`src/rtl/vic_pkg.sv`:
```
package vic_pkg;
  localparam int ADDR_W   = 3;
  localparam int DATA_W   = 32;
  localparam logic [ADDR_W-1:0] A_ROUTE  = 3'd0;
  localparam logic [ADDR_W-1:0] A_MASK   = 3'd1;
  localparam logic [ADDR_W-1:0] A_SUBMSK = 3'd2;
  localparam logic [ADDR_W-1:0] A_RAW    = 3'd3;
  localparam logic [ADDR_W-1:0] A_SVC    = 3'd4;
  localparam logic [ADDR_W-1:0] A_INDEX  = 3'd5;
endpackage

```
`src/rtl/vic_req_merge.sv`:
```
module vic_req_merge #(
  parameter int N_SRC       = 32,
  parameter int N_SUB       = 6,
  parameter int SUB_PER_SRC = 2,
  parameter int SUB_FIRST   = 28
) (
  input  logic [N_SRC-1:0] src_i,
  input  logic [N_SUB-1:0] sub_i,
  input  logic [N_SUB-1:0] sub_mask_i,
  output logic [N_SRC-1:0] req_o
);
  localparam int N_GRP = N_SUB / SUB_PER_SRC;

  logic [N_GRP-1:0] grp_hit;

  for (genvar g = 0; g < N_GRP; g++) begin : g_grp
    assign grp_hit[g] = |(sub_i[g*SUB_PER_SRC +: SUB_PER_SRC] &
                          ~sub_mask_i[g*SUB_PER_SRC +: SUB_PER_SRC]);
  end

  for (genvar i = 0; i < N_SRC; i++) begin : g_src
    if (i >= SUB_FIRST && i < SUB_FIRST + N_GRP) begin : g_shared
      assign req_o[i] = src_i[i] | grp_hit[i-SUB_FIRST];
    end else begin : g_plain
      assign req_o[i] = src_i[i];
    end
  end
endmodule

```
`src/rtl/vic_prio_pick.sv`:
```
module vic_prio_pick #(
  parameter int N     = 32,
  parameter int IDX_W = 5
) (
  input  logic [N-1:0]     cand_i,
  output logic             hit_o,
  output logic [IDX_W-1:0] idx_o,
  output logic [N-1:0]     onehot_o
);
  always_comb begin
    hit_o = 1'b0;
    idx_o = '0;
    for (int i = N - 1; i >= 0; i--) begin
      if (cand_i[i]) begin
        hit_o = 1'b1;
        idx_o = IDX_W'(i);
      end
    end
    onehot_o = hit_o ? (N'(1) << idx_o) : '0;
  end
endmodule

```
`src/rtl/vic_mask_ctrl.sv`:
```
module vic_mask_ctrl
  import vic_pkg::*;
#(
  parameter int N_SRC       = 32,
  parameter int N_SUB       = 6,
  parameter int SUB_PER_SRC = 2,
  parameter int SUB_FIRST   = 28
) (
  input  logic              clk,
  input  logic              rst,
  input  logic [N_SRC-1:0]  src_i,
  input  logic [N_SUB-1:0]  sub_i,
  input  logic              wr_en_i,
  input  logic              rd_en_i,
  input  logic [ADDR_W-1:0] addr_i,
  input  logic [DATA_W-1:0] wdata_i,
  output logic [DATA_W-1:0] rdata_o,
  output logic              irq_o,
  output logic              fiq_o
);
  localparam int IDX_W = (N_SRC > 1) ? $clog2(N_SRC) : 1;

  logic [N_SRC-1:0] route_q, mask_q, raw_q, svc_q;
  logic [N_SUB-1:0] submask_q;
  logic [IDX_W-1:0] idx_q;
  logic [N_SRC-1:0] req, raw_nxt, svc_nxt, cand, pick_oh;
  logic [IDX_W-1:0] pick_idx, idx_nxt;
  logic             pick_hit;
  logic             wr_raw, wr_svc;
  logic [DATA_W-1:0] rd_mux;

  vic_req_merge #(
    .N_SRC(N_SRC), .N_SUB(N_SUB), .SUB_PER_SRC(SUB_PER_SRC), .SUB_FIRST(SUB_FIRST)
  ) u_merge (
    .src_i(src_i), .sub_i(sub_i), .sub_mask_i(submask_q), .req_o(req)
  );

  assign cand = raw_q & ~mask_q & ~route_q;

  vic_prio_pick #(.N(N_SRC), .IDX_W(IDX_W)) u_pick (
    .cand_i(cand), .hit_o(pick_hit), .idx_o(pick_idx), .onehot_o(pick_oh)
  );

  assign wr_raw = wr_en_i && (addr_i == A_RAW);
  assign wr_svc = wr_en_i && (addr_i == A_SVC);

  always_comb begin
    raw_nxt = (raw_q & ~(wr_raw ? wdata_i[N_SRC-1:0] : '0)) | req;
    svc_nxt = svc_q;
    idx_nxt = idx_q;
    if (svc_q == '0) begin
      if (pick_hit) begin
        svc_nxt = pick_oh;
        idx_nxt = pick_idx;
      end
    end else if (wr_svc) begin
      svc_nxt = svc_q & ~wdata_i[N_SRC-1:0];
    end
  end

  always_comb begin
    rd_mux = '0;
    case (addr_i)
      A_ROUTE:  rd_mux[N_SRC-1:0] = route_q;
      A_MASK:   rd_mux[N_SRC-1:0] = mask_q;
      A_SUBMSK: rd_mux[N_SUB-1:0] = submask_q;
      A_RAW:    rd_mux[N_SRC-1:0] = raw_q;
      A_SVC:    rd_mux[N_SRC-1:0] = svc_q;
      A_INDEX:  rd_mux[IDX_W-1:0] = idx_q;
      default:  rd_mux = '0;
    endcase
  end

  always_ff @(posedge clk) begin
    if (rst) begin
      route_q   <= '0;
      mask_q    <= '1;
      submask_q <= '1;
      raw_q     <= '0;
      svc_q     <= '0;
      idx_q     <= '0;
      irq_o     <= 1'b0;
      fiq_o     <= 1'b0;
      rdata_o   <= '0;
    end else begin
      if (wr_en_i && addr_i == A_ROUTE)  route_q   <= wdata_i[N_SRC-1:0];
      if (wr_en_i && addr_i == A_MASK)   mask_q    <= wdata_i[N_SRC-1:0];
      if (wr_en_i && addr_i == A_SUBMSK) submask_q <= wdata_i[N_SUB-1:0];
      raw_q <= raw_nxt;
      svc_q <= svc_nxt;
      idx_q <= idx_nxt;
      irq_o <= |svc_nxt;
      fiq_o <= |(raw_q & ~mask_q & route_q);
      if (rd_en_i) rdata_o <= rd_mux;
    end
  end
endmodule

```
`config.mk`:
```
export PLATFORM = sky130hd
export DESIGN_NAME = vic_mask_ctrl
export DESIGN_NICKNAME = d
export VERILOG_FILES = /design/src/rtl/vic_pkg.sv /design/src/rtl/vic_req_merge.sv /design/src/rtl/vic_prio_pick.sv /design/src/rtl/vic_mask_ctrl.sv
export SDC_FILE = /design/constraint.sdc
export NUM_CORES = 1
export LEC_CHECK = 0
export BUFFER_PORTS_ARGS = -buffer_cell sky130_fd_sc_hd__clkbuf_2
export CORE_MARGIN = 3
export CORE_UTILIZATION = 50
export CTS_CLUSTER_SIZE = 14
export DETAILED_ROUTE_END_ITERATION = 10
export PLACE_DENSITY = 0.7
export SYNTH_ARGS = -nofsm -noshare
export SYNTH_HDL_FRONTEND = slang
export SYNTH_HIERARCHICAL = 1
export SYNTH_SLANG_ARGS = --single-unit
```
`constraint.sdc`:
```
create_clock -name clk -period 5.4 [get_ports clk]
set_clock_uncertainty 0.2 [all_clocks]
set_input_delay 0 -clock clk [delete_from_list [all_inputs] [get_ports clk]]
set_output_delay 0 -clock clk [all_outputs]
set_load 0.02 [all_outputs]
```
==> results.txt <==
----------------------------------------------------
[Run status]
  Outcome ... finished, final reports clean

[Critical path]
  CP Class ... reg2reg
  Startpoint Class ... flop
  Kind of cell adding the most delay to the critical path ... compound AO/OA/AOI/OAI gates
  CP endpoint kind ... flop
  Cells along the critical path ... nor3b_1 -> nand2b_4 -> a2111oi_4 -> o221ai_1 -> a311o_1 -> inv_2 -> nor3_1 -> nor4_1 -> nand4_1 -> or2_2 -> a21oi_1 -> a41oi_1
  Highest cell delay on the worst timing path ... 0.68 ns
  Maximum fanout count along the critical path ... 17
  Worst path slowest cell ... sky130_fd_sc_hd__a311o_1
  Buffers & Inverters on Critical Path ... 1
  Required time of the worst setup path ... 5.45 ns
  CP Data Arrival Time ... approximately 4.3 ns

[Place]
  RePlAce Congestion ... 0.956
  Post-DP Area ... 9110 µm²
  Placed wire-length estimate after detailed placement ... 19900 µm
  Input/output buffers ... between 100 and 150

[Synthesis]
  Number of warnings issued by yosys ... 6
  Largest cells by area after synthesis ... sky130_fd_sc_hd__dfxtp_1, sky130_fd_sc_hd__nand2_1, sky130_fd_sc_hd__a21oi_1, sky130_fd_sc_hd__a22oi_1, sky130_fd_sc_hd__nand3b_1
  Predominant post-synthesis flop cell ... sky130_fd_sc_hd__dfxtp_1
  Number of register bits inferred by synthesis ... between 150 and 200
  Average size of a mapped cell ... ~7.8 µm²
  Net Count, Synth ... 1193
  Number of different library cells in the post-synthesis netlist ... 64
  Share of the yosys chip area belonging to registers ... roughly two fifths
  Top-area cell type share of the netlist area ... 39.8%
  Cell accounting for the most synthesized area ... sky130_fd_sc_hd__dfxtp_1
  Share of flip-flops with an asynchronous set or reset ... 0%
  Gate count after technology mapping ... 1116
  Cell area after technology mapping ... 8700 µm²
  Number of enable flip-flop cells after synthesis ... 0

[Detailed routing]
  1st-iter DRT viols ... 983
  Drt wl/cell ... 20.0 µm
  Vias/cell ... 6.08
  Number of iterations in the first detailed-routing pass ... 5
  Remaining antenna violation count after routing ... 0
  DRC violations left ... 0
  Sum of routed wire length over all layers ... between 20000 and 30000 µm
  Vias ... approximately 9100

[Final layout]
  Most frequent standard cell in the layout excluding fill and tap cells ... sky130_fd_sc_hd__nand2_1
  Final layout net count ... 1334
  Antenna cells ... 0
  Footprint of the multi-input gates ... 4610 µm²
  # fillers ... 1515
  Cell area after layout ... ~11000 µm²
  Sequential cell area ... 3460 µm²
  Fraction of layout instances using a drive strength above 1 ... 14.1%
  Highest-count cells in the layout ignoring fill and taps ... sky130_fd_sc_hd__nand2_1, sky130_fd_sc_hd__dfxtp_1, sky130_fd_sc_hd__a21oi_1
  Area added between synthesis and finish ... 22.6%

[Min path]
  Tightest Hold Check Type ... in2reg

[Clock tree]
  Cell chosen for the clock root ... sky130_fd_sc_hd__clkbuf_16
  Number of sinks on the clock net ... 173
  Max Buffers Root-to-Sink ... 2
  Number of levels the H-tree was split into ... 4
  TritonCTS Buffers ... 17
  Post-cts repair resize count ... 0
  Clock network latency to the later pin of the worst-skew pair ... 0.43 ns
  TritonCTS clock tree ... built
  Register clock-pin slew on the reported worst setup and hold paths ... approximately 0.070 ns

[Timing]
  Slew HR ... 7.94%
  Worst Max-Slew Pin Slew ... 1.37 ns
  Hold Slack ... roughly 0.015 ns
  Fin crit share ... approximately 80%
  Final hold violations ... 0
  Finish-stage setup viols ... 0
  Total count of max-transition violations in the final report ... 0
  RSZ-0062 raised after global routing ... no
  Tmin final ... 4.21 ns
  Final TNS setup ... 0 ns
  Timing-limited maximum frequency ... 237 MHz

[Global route]
  GRT Total Usage ... slightly above 30%
  Congestion Overflow GR ... 0
  Vias in the first global route ... 8205
  First-pass GRT wire length ... 45200 µm
  Number of antenna violations at the first check in global routing ... 0
  Pin count of the biggest net entering global routing ... 107

[Flow run]
  Number of max-cap violations ... 0

[Power and ir drop]
  Max rail drop VDD ... 268 µV
  Power per Cell Area ... 291 nW/µm²
  Final total power ... a little over 3 mW
  Cell leakage power ... between 4 and 5 nW

[Floorplanning]
  Floorplan die area ... about 19000 µm²
  Total number of placement rows ... 47
  Chip Height ... 138 µm
  Total core area ... 16800 µm²
  Initial Utilization ... around half
  Die extent in x ... 138 µm
  Count of pins on the block boundary ... ~110

----------------------------------------------------
## cell usage after synthesis, types with 9 or more instances
| cell | n |
|---|---|
| sky130_fd_sc_hd__buf_4 | 30 |
| sky130_fd_sc_hd__buf_2 | 22 |
| sky130_fd_sc_hd__nor2_1 | 113 |
| sky130_fd_sc_hd__inv_1 | 22 |
| sky130_fd_sc_hd__nor3_1 | 38 |
| sky130_fd_sc_hd__dfxtp_1 | 173 |
| sky130_fd_sc_hd__nand2_1 | 192 |
| sky130_fd_sc_hd__clkbuf_1 | 42 |
| sky130_fd_sc_hd__a22oi_1 | 77 |
| sky130_fd_sc_hd__nor4_1 | 21 |
| sky130_fd_sc_hd__nand3b_1 | 65 |
| sky130_fd_sc_hd__nor2b_1 | 9 |
| sky130_fd_sc_hd__nand4_1 | 14 |
| sky130_fd_sc_hd__nor3b_1 | 33 |
| sky130_fd_sc_hd__o21ai_0 | 19 |
| sky130_fd_sc_hd__a21oi_1 | 141 |
| sky130_fd_sc_hd__mux2i_1 | 10 |
## final cells by class
class / instances / area share (%)
clock buffer: 23 / 4.57
sequential: 173 / 32.4
multi-input combinational: 818 / 43.2
timing repair buffer: 222 / 15.3
inverter: 25 / 0.879
clock inverter: 9 / 1.02
tap: 220 / 2.58
## worst paths after layout
path                   start  cells after the start         end  slack, ns
setup reg to reg   raw_q[31]                     12       irq_o       1.19
hold reg to reg   rdata_o[1]                      2  rdata_o[1]       0.28
setup / recovery   raw_q[31]                     12       irq_o       1.19
hold / removal           rst                      2    raw_q[6]       0.01
## layer usage
metal | GRT usage [%] | share of wire [%] | wire length [µm] | vias to the layer above
met4 | 8.95 | 1.8 | 535 | 0
li1 | - | - | - | 4225
met3 | 5.30 | 8.3 | 2470 | 48
met5 | 0 | 0 | 0 | -
met1 | 41.5 | 42 | 12500 | 4336
met2 | 51.4 | 48 | 14200 | 447
## per-stage QoR
stage               setup WS, ns  util, %  std cells
detailed placement          1.32     54.1       1361
global placement            1.31     54.1       1361
CTS                         1.29     63.5       1490
floorplan                   2.09        -       1116
global route               0.969     63.5       1490
finish                      1.19     63.5       1490
## kinds of logic after synthesis
| group | share of synthesized area, % |
|---|---|
| AO/OA/AOI/OAI | 20.3 |
| buffers and inverters | 7.35 |
| flip-flops | 39.8 |
| multiplexers | 2.18 |
| AND/OR/NAND/NOR | 30.4 |
## power breakdown
part | total [mW] | switching (mW) | leakage, nW | internal [mW]
logic | 0.493 | 0.295 | 2.46 | 0.198
registers | 1.37 | 0.0456 | 1.41 | 1.33
clock network | 1.24 | 0.510 | 0.282 | 0.731
total | 3.11 | 0.851 | 4.15 | 2.26
## registers in the layout (all words and copies together), names as in the netlist
| signal | cells |
|---|---|
| raw_q | 32 |
| mask_q | 32 |
| rdata_o | 32 |
| svc_q | 32 |
| irq_o | 1 |
| fiq_o | 1 |
| route_q | 32 |
| idx_q | 5 |
| submask_q | 6 |
## what timing repair did
item / in CTS / in global routing
setup buffers: 0 / 0
hold buffers: 97 / 0
hold endpoints to repair: 140 / 0
(Power assumes the default switching activity.)
